[config.mk]
export PLATFORM = sky130hd
export DESIGN_NAME = mpuart
export DESIGN_NICKNAME = d
export VERILOG_FILES = /design/src/rtl/mpuart_pkg.sv /design/src/rtl/mpuart_fifo.sv /design/src/rtl/mpuart_tx.sv /design/src/rtl/mpuart_rx.sv /design/src/rtl/mpuart.sv
export SDC_FILE = /design/constraint.sdc
export NUM_CORES = 1
export LEC_CHECK = 0
export ABC_AREA = 1
export BUFFER_PORTS_ARGS = -buffer_cell sky130_fd_sc_hd__buf_2
export CAP_MARGIN = 20
export CORE_MARGIN = 8
export CORE_UTILIZATION = 55
export DETAILED_ROUTE_END_ITERATION = 10
export PLACE_DENSITY = 0.8
export SLEW_MARGIN = 10
export SYNTH_ARGS = -nofsm -noshare
export SYNTH_HDL_FRONTEND = slang
export SYNTH_HIERARCHICAL = 1
export SYNTH_SLANG_ARGS = --single-unit
export TNS_END_PERCENT = 30
[constraint.sdc]
create_clock -name clk -period 3.5 [get_ports clk]
set_input_delay 0.175 -clock clk [delete_from_list [all_inputs] [get_ports clk]]
set_output_delay 0.175 -clock clk [all_outputs]
set_load 0.01 [all_outputs]
[src/rtl/mpuart_pkg.sv]
// Shared register map, control/status bit positions and receive frame type.
package mpuart_pkg;
    localparam logic [1:0] A_TXD  = 2'd0;
    localparam logic [1:0] A_RXD  = 2'd1;
    localparam logic [1:0] A_CTRL = 2'd2;
    localparam logic [1:0] A_STAT = 2'd3;

    localparam int C_RXEN = 0;
    localparam int C_TXEN = 1;
    localparam int C_MP   = 2;
    localparam int C_WAKE = 3;
    localparam int C_ERST = 4;
    localparam int C_TMPB = 5;

    typedef struct packed {
        logic [7:0] data;
        logic       mpb;
        logic       ferr;
        logic       brk;
    } rx_frame_t;
endpackage

[src/rtl/mpuart_fifo.sv]
// Receive FIFO. Assumes the caller pushes only when not full and pops only when not empty.
module mpuart_fifo #(
    parameter int W     = 8,
    parameter int DEPTH = 4,
    localparam int AW   = (DEPTH > 1) ? $clog2(DEPTH) : 1,
    localparam int CW   = $clog2(DEPTH + 1)
) (
    input  logic          clk,
    input  logic          rst_n,
    input  logic          push,
    input  logic [W-1:0]  din,
    input  logic          pop,
    output logic [W-1:0]  dout,
    output logic [CW-1:0] count,
    output logic          full,
    output logic          empty
);
    logic [W-1:0]  mem [DEPTH];
    logic [AW-1:0] wp, rp;

    function automatic logic [AW-1:0] nxt(input logic [AW-1:0] p);
        return (p == AW'(DEPTH - 1)) ? '0 : p + 1'b1;
    endfunction

    // Storage write
    always_ff @(posedge clk) begin
        if (push) mem[wp] <= din;
    end

    // Pointers and occupancy
    always_ff @(posedge clk) begin
        if (!rst_n) begin
            wp <= '0; rp <= '0; count <= '0;
        end else begin
            if (push) wp <= nxt(wp);
            if (pop)  rp <= nxt(rp);
            case ({push, pop})
                2'b10:   count <= count + 1'b1;
                2'b01:   count <= count - 1'b1;
                default: count <= count;
            endcase
        end
    end

    assign dout  = mem[rp];
    assign full  = (count == CW'(DEPTH));
    assign empty = (count == '0);
endmodule

[src/rtl/mpuart_tx.sv]
// Transmitter: holding register plus shift register. Assumes baud_tick is a
// one-cycle pulse at OSR times the bit rate. en low aborts the frame at once.
module mpuart_tx #(
    parameter int OSR = 16,
    localparam int TW = $clog2(OSR)
) (
    input  logic       clk,
    input  logic       rst_n,
    input  logic       baud_tick,
    input  logic       en,
    input  logic       mp,
    input  logic       mpb,
    input  logic       wr,
    input  logic [7:0] wdata,
    output logic       txd,
    output logic       empty,
    output logic       busy
);
    logic [7:0]  thr;
    logic        full;
    logic [10:0] sh;
    logic [3:0]  left;
    logic [TW-1:0] cnt;
    logic        load;

    assign load = en && !busy && full;

    // Holding register and its occupancy flag
    always_ff @(posedge clk) begin
        if (!rst_n) begin
            thr <= '0; full <= 1'b0;
        end else begin
            if (wr) thr <= wdata;
            if (wr) full <= 1'b1;
            else if (load) full <= 1'b0;
        end
    end

    // Shift register, bit timing and frame length
    always_ff @(posedge clk) begin
        if (!rst_n) begin
            sh <= '1; left <= '0; cnt <= '0; busy <= 1'b0;
        end else if (!en) begin
            busy <= 1'b0; cnt <= '0;
        end else if (load) begin
            busy <= 1'b1; cnt <= '0;
            sh   <= mp ? {1'b1, mpb, thr, 1'b0} : {2'b11, thr, 1'b0};
            left <= mp ? 4'd11 : 4'd10;
        end else if (busy && baud_tick) begin
            if (cnt == TW'(OSR - 1)) begin
                cnt  <= '0;
                sh   <= {1'b1, sh[10:1]};
                left <= left - 1'b1;
                if (left == 4'd1) busy <= 1'b0;
            end else begin
                cnt <= cnt + 1'b1;
            end
        end
    end

    assign txd   = (busy && en) ? sh[0] : 1'b1;
    assign empty = !full;
endmodule

[src/rtl/mpuart_rx.sv]
// Receiver: synchronises rxd, finds the start bit, samples each bit mid-cell
// and reports one frame per done pulse. Assumes mp is stable during a frame.
module mpuart_rx
    import mpuart_pkg::*;
#(
    parameter int OSR = 16,
    localparam int TW = $clog2(OSR)
) (
    input  logic      clk,
    input  logic      rst_n,
    input  logic      baud_tick,
    input  logic      en,
    input  logic      mp,
    input  logic      rxd,
    output logic      done,
    output rx_frame_t frame
);
    typedef enum logic [1:0] {S_IDLE, S_START, S_BITS} rx_st_t;
    rx_st_t        st;
    logic [1:0]    sync;
    logic          rx_s;
    logic [TW-1:0] cnt;
    logic [3:0]    idx, last;
    logic [9:0]    bits;
    logic          mpb_v;

    assign rx_s  = sync[1];
    assign last  = mp ? 4'd9 : 4'd8;
    assign mpb_v = mp & bits[8];

    // Two-flop synchroniser for the line
    always_ff @(posedge clk) begin
        if (!rst_n) sync <= 2'b11;
        else        sync <= {sync[0], rxd};
    end

    // Start detection, mid-bit sampling and frame hand-off
    always_ff @(posedge clk) begin
        if (!rst_n) begin
            st <= S_IDLE; cnt <= '0; idx <= '0; bits <= '0;
            done <= 1'b0; frame <= '0;
        end else begin
            done <= 1'b0;
            if (!en) begin
                st <= S_IDLE;
            end else if (baud_tick) begin
                case (st)
                    S_IDLE: if (!rx_s) begin st <= S_START; cnt <= '0; end
                    S_START: begin
                        if (cnt == TW'(OSR / 2 - 1)) begin
                            cnt <= '0; idx <= '0;
                            st  <= rx_s ? S_IDLE : S_BITS;
                        end else cnt <= cnt + 1'b1;
                    end
                    S_BITS: begin
                        if (cnt == TW'(OSR - 1)) begin
                            cnt <= '0;
                            bits[idx] <= rx_s;
                            if (idx == last) begin
                                done       <= 1'b1;
                                st         <= S_IDLE;
                                frame.data <= bits[7:0];
                                frame.mpb  <= mpb_v;
                                frame.ferr <= !rx_s;
                                frame.brk  <= !rx_s && !mpb_v && (bits[7:0] == 8'h00);
                            end else idx <= idx + 1'b1;
                        end else cnt <= cnt + 1'b1;
                    end
                    default: st <= S_IDLE;
                endcase
            end
        end
    end
endmodule

[src/rtl/mpuart.sv]
// Serial channel top: register file, wake-up filter, error flags, FIFO glue.
// Assumes reg_rd pops only at the receive data address; rdata is combinational.
module mpuart
    import mpuart_pkg::*;
#(
    parameter int DEPTH = 4,
    parameter int OSR   = 16,
    localparam int CW   = $clog2(DEPTH + 1)
) (
    input  logic       clk,
    input  logic       rst_n,
    input  logic       baud_tick,
    input  logic       rxd,
    output logic       txd,
    input  logic [1:0] reg_addr,
    input  logic       reg_wr,
    input  logic       reg_rd,
    input  logic [7:0] reg_wdata,
    output logic [7:0] reg_rdata
);
    logic rx_en, tx_en, mp_fmt, wake_en, tx_mpb;
    logic ovr_flag, ferr_flag, brk_flag, last_mpb;
    logic tx_empty, tx_busy, fr_done, acc, push, pop, wr_ctrl;
    logic fr_mpb, fr_ferr;
    logic fifo_full, fifo_empty;
    logic [CW-1:0] fifo_count;
    logic [7:0] fifo_dout;
    rx_frame_t fr;

    assign wr_ctrl = reg_wr && (reg_addr == A_CTRL);
    assign pop     = reg_rd && (reg_addr == A_RXD) && !fifo_empty;
    assign fr_mpb  = fr.mpb;
    assign fr_ferr = fr.ferr;
    assign acc     = !(mp_fmt && wake_en) || fr.mpb;
    assign push    = fr_done && acc && !fifo_full;

    // Control register
    always_ff @(posedge clk) begin
        if (!rst_n) begin
            {rx_en, tx_en, mp_fmt, wake_en, tx_mpb} <= '0;
        end else if (wr_ctrl) begin
            rx_en   <= reg_wdata[C_RXEN];
            tx_en   <= reg_wdata[C_TXEN];
            mp_fmt  <= reg_wdata[C_MP];
            wake_en <= reg_wdata[C_WAKE];
            tx_mpb  <= reg_wdata[C_TMPB];
        end
    end

    // Error flags and last extra bit; a new event wins over a clear
    always_ff @(posedge clk) begin
        if (!rst_n) begin
            {ovr_flag, ferr_flag, brk_flag, last_mpb} <= '0;
        end else begin
            if (wr_ctrl && !reg_wdata[C_ERST]) {ovr_flag, ferr_flag, brk_flag} <= '0;
            if (fr_done && acc) begin
                last_mpb <= fr.mpb;
                if (fifo_full) ovr_flag  <= 1'b1;
                if (fr.ferr)   ferr_flag <= 1'b1;
                if (fr.brk)    brk_flag  <= 1'b1;
            end
        end
    end

    // Read data multiplexer
    always_comb begin
        case (reg_addr)
            A_RXD:   reg_rdata = fifo_dout;
            A_CTRL:  reg_rdata = {2'b00, tx_mpb, mp_fmt & last_mpb, wake_en, mp_fmt, tx_en, rx_en};
            A_STAT:  reg_rdata = {1'b0, fifo_full, brk_flag, 1'b0, ferr_flag, ovr_flag, tx_empty, !fifo_empty};
            default: reg_rdata = 8'h00;
        endcase
    end

    mpuart_tx #(.OSR(OSR)) u_tx (
        .clk(clk), .rst_n(rst_n), .baud_tick(baud_tick), .en(tx_en), .mp(mp_fmt),
        .mpb(tx_mpb), .wr(reg_wr && (reg_addr == A_TXD)), .wdata(reg_wdata),
        .txd(txd), .empty(tx_empty), .busy(tx_busy)
    );

    mpuart_rx #(.OSR(OSR)) u_rx (
        .clk(clk), .rst_n(rst_n), .baud_tick(baud_tick), .en(rx_en), .mp(mp_fmt),
        .rxd(rxd), .done(fr_done), .frame(fr)
    );

    mpuart_fifo #(.W(8), .DEPTH(DEPTH)) u_fifo (
        .clk(clk), .rst_n(rst_n), .push(push), .din(fr.data), .pop(pop),
        .dout(fifo_dout), .count(fifo_count), .full(fifo_full), .empty(fifo_empty)
    );
endmodule

==> flow_summary_export.csv <==
group,metric,value,unit
sta,finalSetupViolCount,0,
critical_path,cp_top_family,"simple AND/OR/NAND/NOR gates",
routing,route.detailed.drc,0,
final_layout,final_nets,686,
yosys,syn_avg_cell_area,8.127,µm²
floorplanning,die_w,112.3,µm
yosys,synth_xor_xnor_area_share,0.005148,
final_layout,n_fill_cell,783,
sta,slew_headroom,0.5283,
critical_path,worstPathCellList,"inv_1, nor3_1, nor2_1, inv_1, ha_1, inv_1, fa_1, nand2_1, nand3_1, nand2_1, inv_1, nor2_1",
yosys,synth_top_family_by_area,"simple AND/OR/NAND/NOR gates",
sta,rsz0062_at_grt,"no",
sta,fin_crit_sh,0.6530,
outcome,status,"finished, final reports clean",
power,pwr_density_cell,397.5,nW/µm²
final_layout,diodes,0,
yosys,synth-simple-area-share,0.2474,
critical_path,r2r_end,"u_fifo/count[2]",
clock_tree,clock_latency,0.37,ns
sta,final_hold_viol_count,0,
sta,period_needed,2.285,ns
floorplanning,die_h,112.3,µm
min_path,min_to,"tx_en",
place,hpwl,7559,µm
final_layout,final_common_cell,"nand2_1",
yosys,synthesis.area,5104,µm²
critical_path,cp-start-kind,"flop",
yosys,ys_ff_latch,111,
final_layout,multiInputGateArea,2153,µm²
clock_tree,h-tree-depth,3,
place,port_buffers,24,
clock_tree,cts_setup_buffers,0,
floorplanning,die_area,12620,µm²
clock_tree,cts_hold_buf,1,
critical_path,cp_slowest_cell,"dfxtp_1",
yosys,synthAdderAreaFrac,0.05050,
critical_path,cp.required,3.82,ns
clock_tree,cts.sinks,111,
place,finalWeightedCongestion,0.8392,
sta,clock_skew,0.01946,ns
critical_path,worstPathMaxFanout,5,
global_route,grt_pass1_vias,3825,
sta,report.final.slew_viol_count,0,
global_route,grt.total_usage,0.1676,
job,maxCapViolCount,0,
routing,wl_met3,537,µm
yosys,syn_nets,664,
yosys,synth_edf_count,32,
routing,totalWireLength,10560,µm
floorplanning,num_rows,35,
yosys,synth_compound_area_frac,0.1189,
global_route,overflow,0,
final_layout,areaGrowthSynthToFinish,7.036,%
critical_path,cp.arrival,2.60,ns
clock_tree,cts_max_path_buffers,2,
global_route,antenna_found_initial,0,
yosys,synth_cell_types,38,
routing,wl_met2,5052,µm
final_layout,design_area,5463,µm²
yosys,synth-async-reset-ratio,0,
power,totalPowerFinal,2.172,mW
critical_path,rr_startpoint,"u_fifo/count[2]",
routing,highest_layer,"met4",
yosys,ys_seq_area_frac,0.4982,
global_route,grt_max_degree,33,
clock_tree,cts_resized,0,
clock_tree,cts_tree,"built",
place,postPlaceCellArea,5255,µm²
floorplanning,start_util,0.5603,
clock_tree,clk_pin_slew,0.12,ns
yosys,synth_ff_type,"dfxtp_1",
min_path,hp-class,"in2reg",
sta,worst_pin_slew,0.7067,ns
routing,num_vias,4114,
routing,wl_met1,4880,µm
routing,wl_per_cell,13.78,µm
power,ir_drop,242.9,µV
floorplanning,core-area,9109,µm²
critical_path,critical_path.max_stage_delay,0.38,ns
sta,tns,0,ns
critical_path,end_kind,"flop",
power,power_leakage,2.206,nW
critical_path,r2r_cells,12,
sta,fmax,0.4375,GHz
critical_path,critPathBufInv,4,
yosys,yosys_warnings,6,
routing,antenna_left,0,
clock_tree,cts_root_buf,"clkbuf_8",
yosys,synth_cells,628,
routing,via_per_inst,5.371,
floorplanning,ioPinCount,25,
yosys,yosys-mux-area-fraction,0,
routing,dr.pass1.iters,6,
clock_tree,numCtsBuffers,9,
critical_path,worstSetupPathType,"reg2reg",
final_layout,regArea,2542,µm²
critical_path,path_common_cell,"inv_1",
min_path,worstHoldPathCells,3,
routing,drtIter0Drc,451,
global_route,grt_pass1_wl,17510,µm
final_layout,final_cell_mix,"nand2_1 (120), nor2_1 (79), dfxtp_1 (79), inv_1 (74), nand3_1 (46)",
final_layout,drive_gt1_frac,0.1008,
critical_path,ff2ff_setup_slack,1.21,ns
min_path,hp-start,"reg_wdata[1]",
worst register-to-register path, stage by stage (launching register included):
cell,delay [ns]
dfxtp_1,0.38
inv_1,0.07
nor3_1,0.34
nor2_1,0.19
inv_1,0.16
ha_1,0.21
inv_1,0.08
fa_1,0.38
nand2_1,0.12
nand3_1,0.09
nand2_1,0.07
inv_1,0.05
nor2_1,0.10
registers in the layout, summed over array words and instances (netlist names), 2 cells and up, named ones only:
signal and flops:
u_fifo/mem 32, u_rx/frame 11, u_tx/sh 10, u_rx/bits 9, u_tx/thr 8, u_rx/cnt 4, u_rx/idx 4, u_tx/cnt 4
u_tx/left 4, u_fifo/count 3, u_fifo/rp 2, u_fifo/wp 2, u_rx/st 2, u_rx/sync 2
synth_stat cells (all sizes together), types with 2 or more instances:
library cell	n	share of area
xor2	2	0.0034
nor2	86	0.069
o21bai	3	0.0044
ha	19	0.047
nand2	126	0.097
inv	78	0.057
or2	3	0.0037
nor3	8	0.0078
o21ai	57	0.057
o22ai	8	0.0098
dfxtp	79	0.31
buf	10	0.019
nand3	48	0.051
clkbuf	5	0.0037
a21oi	43	0.043
nand4	13	0.016
edfxtp	32	0.19
logic make-up after synthesis:
group                      Yosys count
and+or+nand+nor                    287
AOI/OAI and AO/OA                  114
DFF                                111
buffers and inverters               93
adders and majority gates           20
xor gates and xnor gates             3
routing by layer:
| layer | vias to the layer above | GRT usage |
|---|---|---|
| met5 | - | 0 |
| met4 | 0 | 0.04227 |
| met3 | 6 | 0.04294 |
| met2 | 100 | 0.2846 |
| met1 | 1888 | 0.2074 |
| li1 | 2120 | - |
through the flow:
step | hold WS, ns | setup slack [ns] | instances | utilization
after floorplan | 0.2816 | 1.660 | 628 | -
after global placement | 0.3653 | 1.484 | 749 | 0.5769
after detailed placement | 0.3680 | 1.300 | 749 | 0.5769
after CTS | 0.04039 | 1.273 | 766 | 0.5997
after global routing | 0.03922 | 1.087 | 766 | 0.5997
final | 0.05478 | 1.215 | 766 | 0.5997
power by group:
part / switching [mW] / internal [mW] / total, mW
clock: 0.469 / 0.283 / 0.752
sequential: 0.00917 / 1.32 / 1.33
combinational: 0.0570 / 0.0290 / 0.0861
total: 0.535 / 1.64 / 2.17
layout make-up:
class                   count  area share
flip-flops and latches    111      0.4654
clock buffers               9     0.02268
repair buffers             26     0.02519
inverters                  78     0.05360
clock inverters             7     0.01351
multi-input cells         424      0.3942
well taps                 111     0.02542
worst max path at each step:
stage / start / end / slack (ns) / cells after the start
5_1_grt: u_fifo/count[2] / u_fifo/count[2] / 1.09 / 13
3_5_place_dp: u_fifo/count[2] / u_fifo/count[2] / 1.30 / 13
2_1_floorplan: mp_fmt / u_fifo/count[2] / 1.66 / 13
6_report: u_fifo/count[2] / u_fifo/count[2] / 1.21 / 12
3_3_place_gp: u_fifo/count[2] / u_fifo/count[2] / 1.48 / 13
4_1_cts: flop / reg_rdata[1] / 1.27 / 6
No activity file was read; power rests on OpenSTA's default activity.
